$ cat src/rtl/shadow_pkg.sv
// Shared constants and types for the legacy shadow window decoder.
// Assumes byte-wide configuration addressing with an 8-bit config address.
package shadow_pkg;

    // 2-bit region attribute encoding
    typedef enum logic [1:0] {
        ATTR_BUS_A = 2'd0,
        ATTR_RO    = 2'd1,
        ATTR_BUS_B = 2'd2,
        ATTR_RW    = 2'd3
    } attr_e;

    // decoded destination of one access
    typedef enum logic [1:0] {
        TGT_NONE  = 2'd0,
        TGT_DRAM  = 2'd1,
        TGT_PCI   = 2'd2,
        TGT_BLOCK = 2'd3
    } tgt_e;

    localparam logic [7:0] ATTR_BASE   = 8'h59;
    localparam int         ATTR_BYTES  = 7;
    localparam logic [7:0] SMC_ADDR    = 8'h72;
    localparam logic [7:0] SMC_RESET   = 8'h02;
    localparam logic [7:0] MSZ_ADDR    = 8'h57;
    localparam int         SMC_OPEN_B  = 6;
    localparam int         SMC_MODE_B  = 3;
    localparam int         NUM_SUB     = 12;

endpackage

$ cat src/rtl/shd_sync.sv
// Multi-stage synchroniser for a single asynchronous level.
// Assumes the input is a level that stays put for several clocks.
module shd_sync #(
    parameter int STAGES = 2
) (
    input  logic clk,
    input  logic rst_n,
    input  logic d_async,
    output logic q_sync
);
    logic [STAGES-1:0] chain;

    // shift the asynchronous level through the flop chain
    always_ff @(posedge clk) begin
        if (!rst_n) chain <= '0;
        else        chain <= {chain[STAGES-2:0], d_async};
    end

    assign q_sync = chain[STAGES-1];
endmodule

$ cat src/rtl/shd_cfg_regs.sv
// Configuration byte space: seven attribute bytes, the SMRAM control byte
// and a read-only memory-size byte. Bytes are written one at a time;
// read data is combinational on the address.
module shd_cfg_regs
    import shadow_pkg::*;
#(
    parameter int MEM_MIB = 128
) (
    input  logic                      clk,
    input  logic                      rst_n,
    input  logic                      cfg_we,
    input  logic [7:0]                cfg_addr,
    input  logic [7:0]                cfg_wdata,
    output logic [7:0]                cfg_rdata,
    output logic [1:0]                top_attr,
    output logic [NUM_SUB-1:0][1:0]   sub_attr,
    output logic                      smram_open,
    output logic                      smram_mode_en
);
    localparam int         UNITS   = MEM_MIB / 8;
    localparam logic [7:0] MSZ_VAL = (UNITS > 255) ? 8'd255 : 8'(UNITS);

    logic [7:0] attr_q [ATTR_BYTES];
    logic [7:0] smc_q;

    // one register per attribute byte
    for (genvar g = 0; g < ATTR_BYTES; g++) begin : g_attr
        localparam logic [7:0] MY_ADDR = ATTR_BASE + 8'(g);
        // load the byte when its own address is written
        always_ff @(posedge clk) begin
            if (!rst_n)                              attr_q[g] <= 8'h00;
            else if (cfg_we && cfg_addr == MY_ADDR)  attr_q[g] <= cfg_wdata;
        end
    end

    // SMRAM control byte
    always_ff @(posedge clk) begin
        if (!rst_n)                               smc_q <= SMC_RESET;
        else if (cfg_we && cfg_addr == SMC_ADDR)  smc_q <= cfg_wdata;
    end

    assign top_attr = attr_q[0][5:4];

    // pick each small region's nibble: even index low pair, odd index high pair
    for (genvar n = 0; n < NUM_SUB; n++) begin : g_sub
        if (n % 2 == 0) begin : g_even
            assign sub_attr[n] = attr_q[1 + n/2][1:0];
        end else begin : g_odd
            assign sub_attr[n] = attr_q[1 + n/2][5:4];
        end
    end

    assign smram_open    = smc_q[SMC_OPEN_B];
    assign smram_mode_en = smc_q[SMC_MODE_B];

    // read mux over the implemented bytes, zero elsewhere
    always_comb begin
        cfg_rdata = 8'h00;
        for (int k = 0; k < ATTR_BYTES; k++) begin
            if (cfg_addr == ATTR_BASE + 8'(k)) cfg_rdata = attr_q[k];
        end
        if (cfg_addr == SMC_ADDR) cfg_rdata = smc_q;
        if (cfg_addr == MSZ_ADDR) cfg_rdata = MSZ_VAL;
    end
endmodule

$ cat src/rtl/shd_region_decode.sv
// Combinational address decode: classifies the address into the SMRAM
// window, the 64 KiB top region, one of twelve 16 KiB regions or outside,
// and turns the applicable control into a destination.
// Assumes ADDR_W >= 20.
module shd_region_decode
    import shadow_pkg::*;
#(
    parameter int ADDR_W = 32
) (
    input  logic [ADDR_W-1:0]        addr,
    input  logic                     is_write,
    input  logic [1:0]               top_attr,
    input  logic [NUM_SUB-1:0][1:0]  sub_attr,
    input  logic                     smram_open,
    input  logic                     smram_mode_en,
    input  logic                     smm_mode,
    output tgt_e                     tgt
);
    logic       hi_zero;
    logic       in_smram, in_top, in_sub;
    logic [3:0] sub_idx;
    logic [1:0] sel_attr;

    if (ADDR_W > 20) begin : g_hi
        assign hi_zero = ~|addr[ADDR_W-1:20];
    end else begin : g_nohi
        assign hi_zero = 1'b1;
    end

    assign in_smram = hi_zero && (addr[19:17] == 3'b101);
    assign in_top   = hi_zero && (addr[19:16] == 4'hF);
    assign in_sub   = hi_zero && (addr[19:18] == 2'b11) && !in_top;
    assign sub_idx  = addr[17:14];

    // select the attribute that governs this address
    always_comb begin
        sel_attr = top_attr;
        if (!in_top) begin
            sel_attr = 2'd0;
            for (int k = 0; k < NUM_SUB; k++) begin
                if (sub_idx == 4'(k)) sel_attr = sub_attr[k];
            end
        end
    end

    // turn window membership and control state into a destination
    always_comb begin
        if (in_smram) begin
            tgt = ((smm_mode && smram_mode_en) || smram_open) ? TGT_DRAM : TGT_PCI;
        end else if (in_top || in_sub) begin
            case (attr_e'(sel_attr))
                ATTR_RW: tgt = TGT_DRAM;
                ATTR_RO: tgt = is_write ? TGT_BLOCK : TGT_DRAM;
                default: tgt = TGT_PCI;
            endcase
        end else begin
            tgt = TGT_DRAM;
        end
    end
endmodule

$ cat src/rtl/shadow_decoder.sv
// Top of the legacy shadow window decoder. Synchronises the mode input,
// holds the configuration bytes, decodes each access and registers the
// one-hot routing result one cycle after the request.
module shadow_decoder
    import shadow_pkg::*;
#(
    parameter int ADDR_W      = 32,
    parameter int MEM_MIB     = 128,
    parameter int SYNC_STAGES = 2
) (
    input  logic              clk,
    input  logic              rst_n,
    input  logic              smm_in,
    input  logic              cfg_we,
    input  logic [7:0]        cfg_addr,
    input  logic [7:0]        cfg_wdata,
    output logic [7:0]        cfg_rdata,
    input  logic              req_valid,
    input  logic              req_write,
    input  logic [ADDR_W-1:0] req_addr,
    output logic              dram_sel,
    output logic              pci_sel,
    output logic              wr_block
);
    logic                     smm_s;
    logic [1:0]               top_attr;
    logic [NUM_SUB-1:0][1:0]  sub_attr;
    logic                     smram_open;
    logic                     smram_mode_en;
    tgt_e                     tgt;

    shd_sync #(.STAGES(SYNC_STAGES)) u_sync (
        .clk     (clk),
        .rst_n   (rst_n),
        .d_async (smm_in),
        .q_sync  (smm_s)
    );

    shd_cfg_regs #(.MEM_MIB(MEM_MIB)) u_regs (
        .clk           (clk),
        .rst_n         (rst_n),
        .cfg_we        (cfg_we),
        .cfg_addr      (cfg_addr),
        .cfg_wdata     (cfg_wdata),
        .cfg_rdata     (cfg_rdata),
        .top_attr      (top_attr),
        .sub_attr      (sub_attr),
        .smram_open    (smram_open),
        .smram_mode_en (smram_mode_en)
    );

    shd_region_decode #(.ADDR_W(ADDR_W)) u_dec (
        .addr          (req_addr),
        .is_write      (req_write),
        .top_attr      (top_attr),
        .sub_attr      (sub_attr),
        .smram_open    (smram_open),
        .smram_mode_en (smram_mode_en),
        .smm_mode      (smm_s),
        .tgt           (tgt)
    );

    // register the routing decision for the sampled request
    always_ff @(posedge clk) begin
        if (!rst_n) begin
            dram_sel <= 1'b0;
            pci_sel  <= 1'b0;
            wr_block <= 1'b0;
        end else begin
            dram_sel <= req_valid && (tgt == TGT_DRAM);
            pci_sel  <= req_valid && (tgt == TGT_PCI);
            wr_block <= req_valid && (tgt == TGT_BLOCK);
        end
    end
endmodule

$ cat config.mk
export PLATFORM = sky130hd
export DESIGN_NAME = shadow_decoder
export DESIGN_NICKNAME = d
export VERILOG_FILES = /design/src/rtl/shadow_pkg.sv /design/src/rtl/shd_sync.sv /design/src/rtl/shd_cfg_regs.sv /design/src/rtl/shd_region_decode.sv /design/src/rtl/shadow_decoder.sv
export SDC_FILE = /design/constraint.sdc
export NUM_CORES = 1
export LEC_CHECK = 0
export BUFFER_PORTS_ARGS = -buffer_cell sky130_fd_sc_hd__buf_2
export CAP_MARGIN = 20
export CORE_UTILIZATION = 36
export CTS_CLUSTER_DIAMETER = 80
export DETAILED_ROUTE_END_ITERATION = 10
export PLACE_DENSITY = 0.53
export SLEW_MARGIN = 25
export SYNTH_ARGS = -nofsm -noshare
export SYNTH_HDL_FRONTEND = slang
export SYNTH_SLANG_ARGS = --single-unit
$ cat constraint.sdc
create_clock -name clk -period 7.2 [get_ports clk]
set_input_delay 0.36 -clock clk [delete_from_list [all_inputs] [get_ports clk]]
set_output_delay 0.36 -clock clk [all_outputs]
set_load 0.01 [all_outputs]
==> flow_summary.toml, run 1 <==
[outcome]
outcome = "complete, no violations"

[logic_synthesis]
synth_top_area_share_pct = 47.2
ys_ff_latch = 69
ys.flop_type = "edfxtp_1"
syn-instance-count = 303
seq_area_frac_synth_pct = 54.6
syn_area_per_cell_um2 = 11.7
synth.net_count = 357
ys_async_sr_fraction_pct = 0
yosys-top-cells-area = "edfxtp_1 47%, and2_1 10%, dfxtp_1 7.3%"
ys_types = 48
synth_edf_count = 56
yosys_warnings = 0
yosysTopAreaCell = "edfxtp_1"
netlist_area_um2 = 3560

[final_layout]
instances_no_fill = 487
final_cell_mix = "58 x and2_1, 56 x edfxtp_1, 50 x buf_2, 26 x nand2_1, 16 x nand3_1"
drive_gt1_share_pct = 24.3
syn_to_final_growth_pct = 15.3
num_antenna_cells = 0
fin_nets = 407
final_cell_area_um2 = 4100
layout.cells.most_common = "and2_1"
fin_util_pct = 43.6

[clock_network]
root_buffer = "clkbuf_8"
cts_buffers = 9
cts_setup_buffers = 0
clock_sinks = 69
insertion_delay_ns = 0.34
clkSlewWorstSetupHoldPaths_ns = 0.07
htree_levels = 3
cts_resized = 0
cts_tree = "yes"
hold_buffers = 0
cts_max_path_buffers = 2

[setup_path]
critical_path.max_fanout = 25
crit_family = "simple AND/OR/NAND/NOR gates"
path_cells = "buf_2 -> nor3b_1 -> nand3b_1 -> nor2_1 -> a21oi_1 -> a21oi_1 -> buf_2"
cp.required_ns = 6.84
cp-end-kind = "output pin"
arrival_ns = 2.34
r2r_cells = 4
worstPathBufferInverterCount = 2
critical-path-max-stage-delay_ns = 0.62
crit_path_start_kind = "primary input"
criticalPathCategory = "in2out"
cp.depth = 7
cp_slowest_cell = "nor2_1"

[detailed_routing]
drt-wirelength-per-cell_um = 19.6
drt_wl_total_um = 9540
viasPerCell = 5.29
dr.pass1.iters = 4
drtAntennaViolNets = 0
num_vias = 2576
remaining_drc_errors = 0
initialDrtViolationCount = 116

[global_routing]
grt_usage_pct = 20.5
grt_pass1_vias = 2625
grt.overflow.total = 0
grt_max_degree = 28
grt_pass1_wl_um = 15000
antenna_found_initial = 0

[floorplanning]
start_util_pct = 37.8
io_pins = 65
die_h_um = 101
rows = 35
die_w_um = 101
design.core.area_um2 = 9420
die-area_um2 = 10300

[placed_design]
dp_slack_ns = 4.39
placed_cells = 471
portBuffers = 50
gp_congestion = 0.921
placed_area_um2 = 3940
dp_hpwl_um = 6630

[sta]
rsz0062_at_grt = "false"
setup_slack_ns = 4.50
worst_slew_pin_slew_ns = 0.835
fin_skew_ns = 0.00734
slew_headroom_pct = 43.9
period_minus_slack_ns = 2.70
finalCritPeriodShare_pct = 37.5
tns_ns = 0
finalSetupViolCount = 0
max_clock_freq_ghz = 0.370
hold_viol = 0
drv_slew = 0
hold-worst-slack_ns = 0.219

[pwr]
power_leakage_nw = 1.52
vdd_ir_drop_max_mv = 0.118
power_density_nw_per_um2 = 198
totalPowerFinal_uw = 813

[job]
cap_violations = 0

[min_path]
whs_path_depth = 2
hp-class = "in2reg"
==> power by group <==
| group | leakage, nW | total, mW | internal [mW] | switching (mW) |
|---|---|---|---|---|
| combinational | 0.794 | 0.0801 | 0.0316 | 0.0485 |
| clock | 0.0865 | 0.279 | 0.132 | 0.147 |
| sequential | 0.637 | 0.454 | 0.447 | 0.00690 |
| total | 1.52 | 0.813 | 0.610 | 0.203 |
==> path summary, 6_finish.rpt <==
| path | end | from | slack (ns) |
|---|---|---|---|
| setup / recovery | cfg_rdata[6] | cfg_addr[1] | 4.50 |
| hold / removal | u_sync.chain[0] | smm_in | 0.22 |
| setup reg to reg | wr_block | u_regs.attr_q[1][17] | 5.23 |
| hold reg to reg | u_sync.chain[1] | u_sync.chain[0] | 0.44 |
==> cells in the mapped netlist (all sizes together), types with 7 or more instances <==
master	instances
edfxtp	56
mux2i	11
a21boi	7
a21oi	11
nand2	26
mux4	7
clkbuf	10
and2	58
nand3	16
dfxtp	13
nor2	13
o21ai	8
==> logic make-up (layout without fill, tap and decap cells) <==
logic type / Yosys count / in the layout / share of synthesized area [%]
multiplexers: 24 / 24 / 9.95
AO/OA/AOI/OAI: 52 / 52 / 10.3
buffers and inverters: 18 / 73 / 2.28
AND/OR/NAND/NOR: 140 / 140 / 23.0
flip-flops: 69 / 69 / 54.6
==> cell type report <==
class                   instances  area, µm²
well taps                     129        161
inverters                       2       7.51
multi-input cells             216       1540
clock buffers                  11        141
clock inverters                 5       26.3
fillers                       911       5310
repair buffers                 55        288
flip-flops and latches         69       1940
==> flip-flops by register name, indices dropped and copies added (netlist names) <==
signal / flops
u_regs.smc_q: 8
pci_sel: 1
wr_block: 1
u_sync.chain: 2
dram_sel: 1
u_regs.attr_q: 56
==> routing by layer <==
layer / up-vias / global-route usage [%] / routed length [µm] / share of wire [%]
met5: - / 0 / 0 / 0
met4: 0 / 9.25 / 304 / 3.2
met3: 21 / 5.94 / 732 / 7.7
met2: 91 / 30.7 / 4250 / 45
met1: 1231 / 27.5 / 4250 / 45
li1: 1233 / - / - / -
Power figures use the tool's default switching activity.
==> inputs of run 2 (changes only) <==
Settings changed: PLACE_DENSITY 0.53 to 0.55.
Clock period 7.2 ns to 2.3 ns, I/O delays scaled along.
==> run 2 against run 1 <==
  * Combinational power grew to 3.4 times the previous value
  * Non-clock buffer count increased by 20
  * Count of clock-buffer cells in the layout down 2
  * Sequential power increased to 3.1 times the previous value
  * Critical path type is now reg2out
  * First-iteration DRC count grew 100%
  * Clock power rose to 3.9 times the previous value
  * Highest routed layer unchanged
  * Setup slack lost 4.3 ns
  * Largest power group unchanged
==> flow_summary.toml, run 2 (same netlist as run 1, synthesis figures left out) <==
[outcome]
outcome = "complete, no violations"

[pwr]
power_density_nw_per_um2 = 646
power_leakage_nw = 1.64
vdd_ir_drop_max_mv = 0.448

[setup_path]
critical_path.max_fanout = 2
crit_path_start_kind = "flip-flop"
cp.required_ns = 2.18
criticalPathCategory = "reg2out"
arrival_ns = 1.99
cp-end-kind = "output pin"

[floorplanning]
die_w_um = 101
rows = 35
io_pins = 65
design.core.area_um2 = 9420
die_h_um = 101
die-area_um2 = 10300
start_util_pct = 37.8

[clock_network]
hold_buffers = 2
cts_buffers = 9
cts_tree = "yes"
htree_levels = 3
insertion_delay_ns = 0.36
root_buffer = "clkbuf_8"
cts_max_path_buffers = 2
clock_sinks = 69
cts_resized = 0
cts_setup_buffers = 0
clkSlewWorstSetupHoldPaths_ns = 0.08

[global_routing]
grt_usage_pct = 20.2
grt_pass1_wl_um = 14600
antenna_found_initial = 0
grt_pass1_vias = 2574
grt_max_degree = 22
grt.overflow.total = 0

[final_layout]
drive_gt1_share_pct = 28.3
syn_to_final_growth_pct = 21.1
regMostFlops = "u_regs.attr_q"
reg_top3 = "u_regs.attr_q: 56 flops, u_regs.smc_q: 8 flops, u_sync.chain: 2 flops"
final_cell_mix = "58 x and2_1, 56 x edfxtp_1, 50 x buf_2, 26 x nand2_1, 23 x buf_4"
fin_nets = 427
largest_reg_flops = 56
fill_cells = 894
num_antenna_cells = 0
layout.cells.most_common = "and2_1"

[min_path]
hp-class = "in2reg"

[detailed_routing]
drt_wl_total_um = 9620
dr.pass1.iters = 5
initialDrtViolationCount = 237
viasPerCell = 5.34
num_vias = 2707
drtAntennaViolNets = 0
remaining_drc_errors = 0
drt-wirelength-per-cell_um = 19.0

[sta]
drv_slew = 0
max_clock_freq_ghz = 0.476
slew_headroom_pct = 65.4
worst_slew_pin_slew_ns = 0.516
finalCritPeriodShare_pct = 91.3
hold-worst-slack_ns = 0.114
fin_skew_ns = 0.00823
finalSetupViolCount = 0
tns_ns = 0
rsz0062_at_grt = "false"
hold_viol = 0
period_minus_slack_ns = 2.10

[placed_design]
dp_hpwl_um = 6890
gp_congestion = 0.888
portBuffers = 50

[job]
cap_violations = 0
-- run 2: path summary, 6_finish.rpt --
check                                           from               to  slack (ns)  cells past startpoint
worst max-delay path            u_regs.attr_q[0][21]     cfg_rdata[5]        0.20                      5
worst min register to register       u_sync.chain[0]  u_sync.chain[1]        0.44                      1
worst max register to register  u_regs.attr_q[1][17]         wr_block        0.35                      4
worst min-delay path                       req_write         dram_sel        0.11                      4
-- run 2: through the flow --
step | total power [mW] | worst slack (ns) | std cells | utilization [%] | cell area [µm²]
after floorplan | 1.58 | 0.217 | 303 | - | 3570
after global placement | 1.71 | 0.345 | 489 | 43.3 | 4080
after detailed placement | 1.71 | 0.317 | 489 | 43.3 | 4080
after CTS | 2.81 | 0.209 | 507 | 45.8 | 4310
after global routing | 2.89 | 0.114 | 507 | 45.8 | 4310
final | 2.79 | 0.199 | 507 | 45.8 | 4310
-- run 2: layout make-up --
class | count | area (µm²) | area share [%]
inverters | 2 | 7.51 | 0.174
clock inverters | 7 | 90.1 | 2.09
well taps | 129 | 161 | 3.74
repair buffers | 75 | 443 | 10.3
multi-input cells | 216 | 1540 | 35.8
flip-flops and latches | 69 | 1940 | 45.0
clock buffers | 9 | 124 | 2.87
-- run 2: critical path: stages (launching register included) --
cell and delay [ns]:
edfxtp_1 0.38, mux2_2 0.29, a221oi_1 0.44, a211oi_1 0.10
a221o_1 0.28, buf_2 0.14
-- run 2: per-layer routing --
layer / GRT usage (%) / routed length (µm) / share of wire [%] / vias up
met5: 0 / 0 / 0 / -
met4: 7.36 / 161 / 1.7 / 0
met3: 4.14 / 479 / 5.0 / 14
met2: 31.6 / 4460 / 46 / 87
met1: 27.7 / 4520 / 47 / 1326
li1: - / - / - / 1280
-- run 2: power breakdown --
part / total (mW) / switching, mW / leakage [nW] / internal (mW)
sequential: 1.42 / 0.0216 / 0.637 / 1.40
combinational: 0.270 / 0.158 / 0.898 / 0.112
clock: 1.10 / 0.491 / 0.107 / 0.604
==> inputs of run 3 (changes only) <==
Settings changed: CORE_MARGIN from default to 1.5, CTS_BUF_LIST from default to sky130_fd_sc_hd__clkbuf_8 sky130_fd_sc_hd__clkbuf_16, SLEW_MARGIN 25 to 20.
==> run 3 against run 2 <==
  * Die area grew 2.0%
  * Utilization shrank 1.5 points
  * Sequential share of layout area grew 0.24 points
  * Count of clock-buffer cells in the layout is the same
  * First-iteration DRC count shrank 26%
  * Hold slack lost 0.10 ns
  * Global-route usage shrank 1.0 points
  * Largest power group unchanged
==> flow_summary.toml, run 3 (same netlist as run 1, synthesis figures left out) <==
[outcome]
outcome = "complete, no violations"

[setup_path]
critical-path-max-stage-delay_ns = 0.39
arrival_ns = 1.96
cp-end-kind = "output pin"
worstPathBufferInverterCount = 1
cp.required_ns = 2.18
cp_slowest_cell = "edfxtp_1"
crit_path_start_kind = "flip-flop"
path_cells = "mux2_2 -> a221oi_1 -> a211oi_1 -> a221o_1 -> buf_2"
critical_path.max_fanout = 2
crit_family = "compound AO/OA/AOI/OAI gates"
criticalPathCategory = "reg2out"

[sta]
fin_skew_ns = 0.00769
finalSetupViolCount = 0
worst_slew_pin_slew_ns = 0.513
period_minus_slack_ns = 2.08
finalCritPeriodShare_pct = 90.3
slew_headroom_pct = 65.5
tns_ns = 0
hold_viol = 0
max_clock_freq_ghz = 0.481
rsz0062_at_grt = "false"
drv_slew = 0
setup_slack_ns = 0.223

[detailed_routing]
remaining_drc_errors = 0
drtAntennaViolNets = 0
num_vias = 2677
initialDrtViolationCount = 176
dr.pass1.iters = 5
drt-wirelength-per-cell_um = 18.2
drt_wl_total_um = 9280
viasPerCell = 5.26

[global_routing]
grt_pass1_wl_um = 14300
antenna_found_initial = 0
grt.overflow.total = 0
grt_max_degree = 23
grt_usage_pct = 19.1
grt_pass1_vias = 2518

[job]
cap_violations = 0

[final_layout]
instances_no_fill = 509
largest_reg_flops = 56
num_antenna_cells = 0
drive_gt1_share_pct = 28.5
syn_to_final_growth_pct = 20.5
final_cell_area_um2 = 4290
regMostFlops = "u_regs.attr_q"
layout.cells.most_common = "and2_1"
reg_top3 = "u_regs.attr_q: 56 flops, u_regs.smc_q: 8 flops, u_sync.chain: 2 flops"
final_cell_mix = "58 x and2_1, 56 x edfxtp_1, 50 x buf_2, 26 x nand2_1, 22 x buf_4"
fin_nets = 425

[clock_network]
clock_sinks = 69
cts_max_path_buffers = 2
cts_tree = "yes"
root_buffer = "clkbuf_8"
cts_buffers = 9
htree_levels = 3
insertion_delay_ns = 0.36
cts_setup_buffers = 0
clkSlewWorstSetupHoldPaths_ns = 0.08

[floorplanning]
die_w_um = 102
die-area_um2 = 10500
start_util_pct = 36.8
design.core.area_um2 = 9680
io_pins = 65
die_h_um = 102
rows = 36

[pwr]
power_leakage_nw = 1.62
combPwrFrac_pct = 9.7
switching_power_uw = 694
power_density_nw_per_um2 = 634
p_seq_share_pct = 52.3
power_frac_clock_pct = 38.0
swShare_pct = 25.5
intPower_mw = 2.02
vdd_ir_drop_max_mv = 0.312

[placed_design]
dp_slack_ns = 0.307
placed_cells = 492
gp_congestion = 0.888
dp_hpwl_um = 6710
placed_area_um2 = 4080
portBuffers = 50

[min_path]
hp-class = "in2reg"
run 3: cell types whose count changed in the layout (fill, tap and decap cells not counted), sizes merged:
cell	change
buf	-1
inv	+3
clkinvlp	+1
clkinv	-3
dlygate4sd3	-1
bufinv	-1
run 3: metrics by stage:
stage	power [mW]	utilization, %	hold slack (ns)
after floorplan	1.58	-	0.242
after global placement	1.71	42.1	0.329
after detailed placement	1.71	42.1	0.339
after CTS	2.74	44.3	0.000537
after global routing	2.83	44.3	0.0115
final	2.72	44.3	0.00939
run 3: power by group through the flow:
stage                     registers, mW  logic, mW  clock network [mW]
final                              1.42      0.265                1.03
after global routing               1.43      0.288                1.11
after CTS                          1.42      0.266                1.06
after detailed placement           1.45      0.264                   0
after global placement             1.45      0.260                   0
after floorplan                    1.44      0.141                   0
run 3: final timing paths:
kind / startpoint / cells after the start / slack, ns / end
worst max-delay path: u_regs.attr_q[0][21] / 5 / 0.22 / cfg_rdata[5]
worst min-delay path: req_valid / 2 / 0.009 / pci_sel
worst max register to register: u_regs.attr_q[1][17] / 4 / 0.38 / wr_block
worst min register to register: u_sync.chain[0] / 1 / 0.44 / u_sync.chain[1]
run 3: routing by layer:
layer / share of wire (%) / global-route usage [%]
met1: 48 / 27.1
met2: 46 / 29.8
met3: 5.6 / 4.65
met4: 0.64 / 4.43
met5: 0 / 0
run 3: final cells by class:
type                    count  area [µm²]
well taps                 133         166
clock inverters             7        80.1
flip-flops and latches     69        1940
repair buffers             73         425
multi-input cells         216        1540
clock buffers               9         124
fillers                   945        5400
inverters                   2        7.51
run 3: timing repair:
action | in CTS | in global routing
resized for setup | 0 | 0
hold endpoints to repair | 1 | 0
hold buffers | 1 | 0
